**src/rtl/wmf_pkg.sv**
```systemverilog
package wmf_pkg;

  typedef enum logic [1:0] {
    SEL_CFG   = 2'd0,
    SEL_START = 2'd1,
    SEL_END   = 2'd2,
    SEL_NONE  = 2'd3
  } reg_sel_e;

  localparam int CFG_EN   = 0;
  localparam int CFG_SEC  = 1;
  localparam int CFG_PRIV = 2;
  localparam int CFG_LOCK = 3;
  localparam int CFG_BITS = 4;

  localparam logic [7:0] CODE_SECURE_BOOT = 8'hB4;

  typedef struct packed {
    logic lock;
    logic priv;
    logic sec;
    logic en;
  } cfg_t;

  // Attribute rule shared by base region and sub-region.
  function automatic logic attr_ok(logic need_sec, logic need_priv,
                                   logic is_sec, logic is_priv);
    return (need_sec == is_sec) && (!need_priv || is_priv);
  endfunction

endpackage

```
**src/rtl/wmf_regs.sv**
```systemverilog
module wmf_regs
  import wmf_pkg::*;
#(
  parameter int AW = 32,
  parameter int DW = 32
) (
  input  logic          clk,
  input  logic          rst_n,
  input  logic [7:0]    sec_mode_i,
  input  logic          wr_i,
  input  logic [1:0]    sel_i,
  input  logic [DW-1:0] wdata_i,
  output logic [DW-1:0] rdata_o,
  output cfg_t          cfg_o,
  output logic [AW-1:0] start_o,
  output logic [AW-1:0] end_o
);

  cfg_t          cfg_q;
  logic [AW-1:0] start_q;
  logic [AW-1:0] end_q;
  logic          secure_boot;
  logic          wr_open;
  reg_sel_e      sel;

  assign secure_boot = (sec_mode_i == CODE_SECURE_BOOT);
  assign wr_open     = wr_i && !cfg_q.lock;
  assign sel         = reg_sel_e'(sel_i);

  always_ff @(posedge clk) begin
    if (!rst_n) begin
      cfg_q.en   <= secure_boot;
      cfg_q.sec  <= secure_boot;
      cfg_q.priv <= secure_boot;
      cfg_q.lock <= 1'b0;
      start_q    <= '0;
      end_q      <= secure_boot ? '1 : '0;
    end else if (wr_open) begin
      case (sel)
        SEL_CFG: begin
          cfg_q.en   <= wdata_i[CFG_EN];
          cfg_q.sec  <= wdata_i[CFG_SEC];
          cfg_q.priv <= wdata_i[CFG_PRIV];
          cfg_q.lock <= wdata_i[CFG_LOCK];
        end
        SEL_START: start_q <= wdata_i[AW-1:0];
        SEL_END:   end_q   <= wdata_i[AW-1:0];
        default: ;
      endcase
    end
  end

  always_comb begin
    rdata_o = '0;
    case (sel)
      SEL_CFG: begin
        rdata_o[CFG_EN]   = cfg_q.en;
        rdata_o[CFG_SEC]  = cfg_q.sec;
        rdata_o[CFG_PRIV] = cfg_q.priv;
        rdata_o[CFG_LOCK] = cfg_q.lock;
      end
      SEL_START: rdata_o[AW-1:0] = start_q;
      SEL_END:   rdata_o[AW-1:0] = end_q;
      default:   rdata_o = '0;
    endcase
  end

  assign cfg_o   = cfg_q;
  assign start_o = start_q;
  assign end_o   = end_q;

endmodule

```
**src/rtl/wmf_decide.sv**
```systemverilog
module wmf_decide
  import wmf_pkg::*;
#(
  parameter int AW = 32
) (
  input  cfg_t          cfg_i,
  input  logic [AW-1:0] start_i,
  input  logic [AW-1:0] end_i,
  input  logic          valid_i,
  input  logic [AW-1:0] addr_i,
  input  logic          sec_i,
  input  logic          priv_i,
  input  logic          base_sec_i,
  input  logic          base_priv_i,
  output logic          win_hit_o,
  output logic          grant_o
);

  // Inclusive window; start above end never matches.
  function automatic logic in_window(logic [AW-1:0] lo, logic [AW-1:0] hi,
                                     logic [AW-1:0] a);
    return (a >= lo) && (a <= hi);
  endfunction

  logic rule_ok;

  assign win_hit_o = cfg_i.en && in_window(start_i, end_i, addr_i);

  always_comb begin
    if (win_hit_o) rule_ok = attr_ok(cfg_i.sec, cfg_i.priv, sec_i, priv_i);
    else           rule_ok = attr_ok(base_sec_i, base_priv_i, sec_i, priv_i);
  end

  assign grant_o = valid_i && rule_ok;

endmodule

```
**src/rtl/wmf_deny.sv**
```systemverilog
module wmf_deny #(
  parameter int AW = 32
) (
  input  logic          clk,
  input  logic          rst_n,
  input  logic          valid_i,
  input  logic          grant_i,
  input  logic [AW-1:0] addr_i,
  output logic          deny_o,
  output logic [AW-1:0] deny_addr_o
);

  logic denied;
  assign denied = valid_i && !grant_i;

  always_ff @(posedge clk) begin
    if (!rst_n) begin
      deny_o      <= 1'b0;
      deny_addr_o <= '0;
    end else begin
      deny_o <= denied;
      if (denied) deny_addr_o <= addr_i;
    end
  end

endmodule

```
**src/rtl/wm_subregion_filter.sv**
```systemverilog
module wm_subregion_filter
  import wmf_pkg::*;
#(
  parameter int AW = 32,
  parameter int DW = 32
) (
  input  logic          clk,
  input  logic          rst_n,
  input  logic [7:0]    sec_mode_i,
  input  logic          reg_wr_i,
  input  logic [1:0]    reg_sel_i,
  input  logic [DW-1:0] reg_wdata_i,
  output logic [DW-1:0] reg_rdata_o,
  input  logic          base_sec_i,
  input  logic          base_priv_i,
  input  logic          acc_valid_i,
  input  logic [AW-1:0] acc_addr_i,
  input  logic          acc_sec_i,
  input  logic          acc_priv_i,
  output logic          acc_grant_o,
  output logic          deny_o,
  output logic [AW-1:0] deny_addr_o
);

  cfg_t          cfg_q;
  logic [AW-1:0] start_q;
  logic [AW-1:0] end_q;
  logic          win_hit;

  wmf_regs #(.AW(AW), .DW(DW)) u_regs (
    .clk        (clk),
    .rst_n      (rst_n),
    .sec_mode_i (sec_mode_i),
    .wr_i       (reg_wr_i),
    .sel_i      (reg_sel_i),
    .wdata_i    (reg_wdata_i),
    .rdata_o    (reg_rdata_o),
    .cfg_o      (cfg_q),
    .start_o    (start_q),
    .end_o      (end_q)
  );

  wmf_decide #(.AW(AW)) u_decide (
    .cfg_i       (cfg_q),
    .start_i     (start_q),
    .end_i       (end_q),
    .valid_i     (acc_valid_i),
    .addr_i      (acc_addr_i),
    .sec_i       (acc_sec_i),
    .priv_i      (acc_priv_i),
    .base_sec_i  (base_sec_i),
    .base_priv_i (base_priv_i),
    .win_hit_o   (win_hit),
    .grant_o     (acc_grant_o)
  );

  wmf_deny #(.AW(AW)) u_deny (
    .clk         (clk),
    .rst_n       (rst_n),
    .valid_i     (acc_valid_i),
    .grant_i     (acc_grant_o),
    .addr_i      (acc_addr_i),
    .deny_o      (deny_o),
    .deny_addr_o (deny_addr_o)
  );

endmodule

```
**config.mk**
```make
export PLATFORM = sky130hd
export DESIGN_NAME = wm_subregion_filter
export DESIGN_NICKNAME = d
export VERILOG_FILES = /design/src/rtl/wmf_pkg.sv /design/src/rtl/wmf_regs.sv /design/src/rtl/wmf_decide.sv /design/src/rtl/wmf_deny.sv /design/src/rtl/wm_subregion_filter.sv
export SDC_FILE = /design/constraint.sdc
export NUM_CORES = 1
export LEC_CHECK = 0
export BUFFER_PORTS_ARGS = -buffer_cell sky130_fd_sc_hd__buf_4
export CORE_MARGIN = 10
export CORE_UTILIZATION = 30
export CTS_CLUSTER_SIZE = 24
export DETAILED_ROUTE_END_ITERATION = 8
export PLACE_DENSITY = 0.55
export SYNTH_ARGS = -nofsm -noshare
export SYNTH_HDL_FRONTEND = slang
export SYNTH_SLANG_ARGS = --single-unit
```
**constraint.sdc**
```tcl
create_clock -name clk -period 3.2 [get_ports clk]
set_clock_uncertainty 0.1 [all_clocks]
set_input_delay 0.48 -clock clk [delete_from_list [all_inputs] [get_ports clk]]
set_output_delay 0.48 -clock clk [all_outputs]
set_load 0.02 [all_outputs]
```
==> impl_results.rst <==
.. list-table::
   :header-rows: 1

   * - Metric
     - Value
   * - Design Area, Final
     - ~8000 um^2
   * - # hold bufs at CTS
     - 0
   * - Vias in the first global route
     - roughly 5300
   * - Layout Nets
     - 1005
   * - Clock latency at the later pin of the worst-skew pair
     - 0.35 ns
   * - Post-placement cell area
     - about 7600 um^2
   * - Per-cell routed wire length
     - 17.14 um
   * - Max Transition Viols Final
     - 0
   * - I/O Buffers
     - about 150
   * - Power per standard cell area
     - between 400 and 500 nW/um^2
   * - Number of unique standard cell types used by synthesis
     - 40
   * - Destination of the worst hold path
     - u_regs.start_o[25]$_SDFFE_PN0P_
   * - Count of maximum capacitance violations
     - 0
   * - Number of cells on the worst reg-to-reg path
     - 11
   * - Simple-gate area share of the yosys netlist
     - about a fifth
   * - Violated checks
     - negative setup slack
   * - Max Freq
     - about 0.31 GHz
   * - Clock Tree Buf Depth
     - 2
   * - Overflow after GRT
     - 0
   * - Horiz. Die Dim
     - approximately 160 um
   * - Share of flip-flops with an asynchronous set or reset
     - 0%
   * - Pin count of the biggest net entering global routing
     - around 110
   * - Final clock period utilization by the worst path
     - 100.7%
   * - Synth Area in Adders
     - between 10 and 15%
   * - HPWL Detailed
     - approximately 15 mm
   * - Capturing point of the worst reg2reg path
     - u_deny.deny_addr_o[25]$_SDFFE_PN0P_
   * - Detailed-router iteration count before antenna repair
     - 5
   * - Headroom to the max-slew limit
     - about 59%
   * - Global router's overall resource usage
     - 14.52%
   * - Critical hold path startpoint
     - reg_wdata_i[25]
   * - Worst hold margin
     - approximately 0.28 ns
   * - Cell row count
     - 51
   * - Synth Instances
     - roughly 700
   * - Warnings, synthesis
     - 0
   * - Mean area per synthesized cell
     - 8.568 um^2
   * - Reg-to-reg critical path startpoint
     - u_regs.start_o[15]$_SDFFE_PN0P_
   * - Worst Hold Path Cells
     - 3
   * - Worst-case vdd ir drop
     - 162.7 uV
   * - Count of final setup violators
     - 1
   * - Placeable core region
     - slightly below 20000 um^2
   * - Arr. time, crit path
     - between 2 and 3 ns
   * - Leakage power
     - about 3.6 nW
   * - Total of flip-flops plus latches after synthesis
     - 101
   * - Detailed-route wire length
     - 19.30 mm
   * - Share of synthesized area spent on multiplexers
     - approximately 6%
   * - Complex-gate fraction of the synthesized area
     - between 10 and 15%
   * - Vias per Instance
     - 4.654
   * - Top-Level Pins
     - roughly 150
   * - Final weighted congestion in routability-driven placement
     - roughly 0.8
   * - Time the final worst path needs with I/O delays and setup
     - between 3 and 4 ns
   * - Hold violation count in the final report
     - 0
   * - Critical path type
     - reg -> out
   * - Post-synth EDFFs
     - 35
   * - Starting density of the core
     - 30.81%
   * - Starting DRC count in detailed routing
     - ~380
   * - Class of the worst hold path
     - in -> reg
   * - Via count
     - 5240
   * - Xor and xnor area share after synthesis
     - less than 1%
   * - DRT antenna net count
     - 0
   * - Crit. End Element
     - output port
   * - Critical path launch point type
     - register
   * - Worst setup slack after placement
     - -0.04118 ns
   * - Setup repair after global routing missed its margin
     - yes
   * - Full die area
     - about 26000 um^2
   * - CTS sink cnt
     - 101
   * - Result of the run
     - finished with violations
   * - Remaining DRCs
     - 0
   * - Clock tree from TritonCTS
     - done
   * - Dominant register cell in the synthesized netlist
     - dfxtp_1
   * - Worst setup slack after layout
     - -0.02316 ns
   * - Netlist area before placement
     - 6075 um^2
   * - Die Y
     - approximately 160 um
   * - Data required time at the worst endpoint
     - about 2.6 ns
   * - Part of the Yosys area used for sequential elements
     - 39.05%
   * - Antenna violations before repair
     - 1
   * - Area Overhead vs Synth
     - 31.18%
   * - Max H-tree Level
     - 3
   * - Global-route wire length before repair
     - around 30 mm
   * - Setup slack of the worst register-to-register path
     - about 0.35 ns
   * - Number of buffers added by the clock tree synthesis step
     - 9
   * - Clock-pin slew reported for the worst setup and hold paths after clock tree synthesis
     - around 0.070 ns
   * - Crit Path Max Fanout
     - 3
   * - Share of post-route cells with drive strength above 1
     - around a quarter
   * - Main combinational cell family by area after synthesis
     - simple AND/OR/NAND/NOR gates
   * - Slew at the pin closest to its max-slew limit
     - about 0.6 ns
   * - Synthesized netlist net count
     - roughly 860
   * - Buffer cell driving the clock tree root
     - clkbuf_16
[sequential cells by signal, indices dropped and copies added, names as in the netlist]
name,flops
u_deny.deny_o,1
u_regs.start_o,32
u_deny.deny_addr_o,32
u_regs.cfg_o,4
u_regs.end_o,32
[cells in the final DEF (no fill, tap or decap), drive strengths merged, types with 2 or more instances in the layout]
cell type	Yosys	layout
nand2	206	206
buf	3	173
inv	70	73
ha	68	68
dfxtp	66	66
edfxtp	35	35
mux2i	35	35
a21boi	33	33
nor2b	32	32
a22oi	28	28
a21oi	14	14
nand4	11	11
clkbuf	35	11
nor2	10	10
nand3	9	9
o21ai	8	8
a211oi	5	5
a222oi	4	4
nor3	4	4
a21o	4	4
a2111oi	3	3
o211ai	3	3
and2	3	3
xnor2	2	2
o221ai	2	2
o21a	2	2
a31oi	2	2
[cell usage after synthesis, types with 2 or more instances]
library cell | count | area [um^2]
and2_1 | 3 | 18.77
edfxtp_1 | 35 | 1051
a22oi_1 | 28 | 210.2
o221ai_1 | 2 | 17.52
a31oi_1 | 2 | 12.51
o21a_1 | 2 | 15.01
a222oi_1 | 4 | 40.04
xnor2_1 | 2 | 17.52
a21boi_0 | 33 | 247.7
nand3_1 | 9 | 45.04
o21ai_0 | 8 | 40.04
nor2b_1 | 32 | 200.2
a21oi_1 | 14 | 70.07
ha_1 | 68 | 850.8
mux2i_1 | 34 | 340.3
buf_8 | 3 | 45.04
a2111oi_0 | 3 | 26.28
nor3_1 | 4 | 20.02
inv_1 | 70 | 262.8
dfxtp_1 | 66 | 1321
a21o_1 | 4 | 30.03
nor2_1 | 10 | 37.54
nand2_1 | 206 | 773.2
nand4_1 | 11 | 68.82
a211oi_1 | 5 | 37.54
o211ai_1 | 3 | 22.52
clkbuf_1 | 35 | 131.4
[routing by layer]
layer | GRT usage (%) | share of wire [%] | vias to the layer above
met5 | 0 | 0 | -
met4 | 4.508 | 1.4 | 0
met3 | 3.716 | 6.9 | 14
met2 | 21.68 | 44 | 126
met1 | 19.95 | 48 | 2403
li1 | - | - | 2697
[what timing repair did]
| action | 4_1_cts | 5_1_grt |
|---|---|---|
| setup endpoints to repair | 1 | 1 |
| gates resized for setup | 28 | 10 |
| buffers inserted | 2 | 0 |
| pin swaps | 15 | 5 |
[area by class of cell]
| class | instances | area (um^2) |
|---|---|---|
| clock inverters | 5 | 42.54 |
| flip-flops and latches | 101 | 2389 |
| multi-input cells | 500 | 3358 |
| well taps | 265 | 331.6 |
| repair buffers | 173 | 1340 |
| clock buffers | 11 | 242.7 |
| fillers | 2014 | 11750 |
| inverters | 70 | 262.8 |
| diodes | 1 | 2.502 |
[per-stage QoR]
stage	util [%]	total power, mW	setup TNS [ns]	instances
final	40.42	3.398	-0.02316	1126
after global routing	40.40	3.581	-0.1320	1125
after CTS	40.24	3.433	0	1125
after detailed placement	38.33	2.327	-0.04118	1108
after global placement	38.33	2.323	-0.02687	1108
after floorplan	-	1.975	0	709
[report_power, final]
| part | leakage [nW] | internal (mW) | total (mW) | switching (mW) |
|---|---|---|---|---|
| logic | 2.53 | 0.381 | 0.825 | 0.445 |
| registers | 0.891 | 1.43 | 1.50 | 0.0657 |
| clock network | 0.137 | 0.560 | 1.07 | 0.515 |
| total | 3.56 | 2.37 | 3.40 | 1.03 |
[worst max-delay path, cell delays in order (launching register included)]
cell and delay [ns]:
dfxtp_2 0.37, inv_1 0.06, ha_1 0.29, nand4_1 0.19, or4_4 0.58, o2111ai_2 0.08
a31oi_1 0.10, a21o_1 0.20, mux2i_1 0.15, and2_4 0.16, buf_6 0.11
[how the worst max path moves through the flow]
stage,startpoint,end
2_1_floorplan,acc_addr_i[10],acc_grant_o
3_3_place_gp,acc_addr_i[11],acc_grant_o
3_5_place_dp,acc_addr_i[18],acc_grant_o
4_1_cts,u_regs.start_o[25]$_SDFFE_PN0P_,acc_grant_o
5_1_grt,u_regs.end_o[18]$_DFFE_PP_,acc_grant_o
6_report,u_regs.start_o[15]$_SDFFE_PN0P_,acc_grant_o
[kinds of logic (layout without fill, tap and decap cells)]
kind of cell / after synthesis / in the layout
compound gates: 114 / 114
xor+xnor: 2 / 2
fa+ha+maj: 68 / 68
buf+inv: 108 / 259
flops: 101 / 101
mux: 35 / 35
other cells: 0 / 1
simple gates: 281 / 281
No activity file was read; power rests on OpenSTA's default activity.
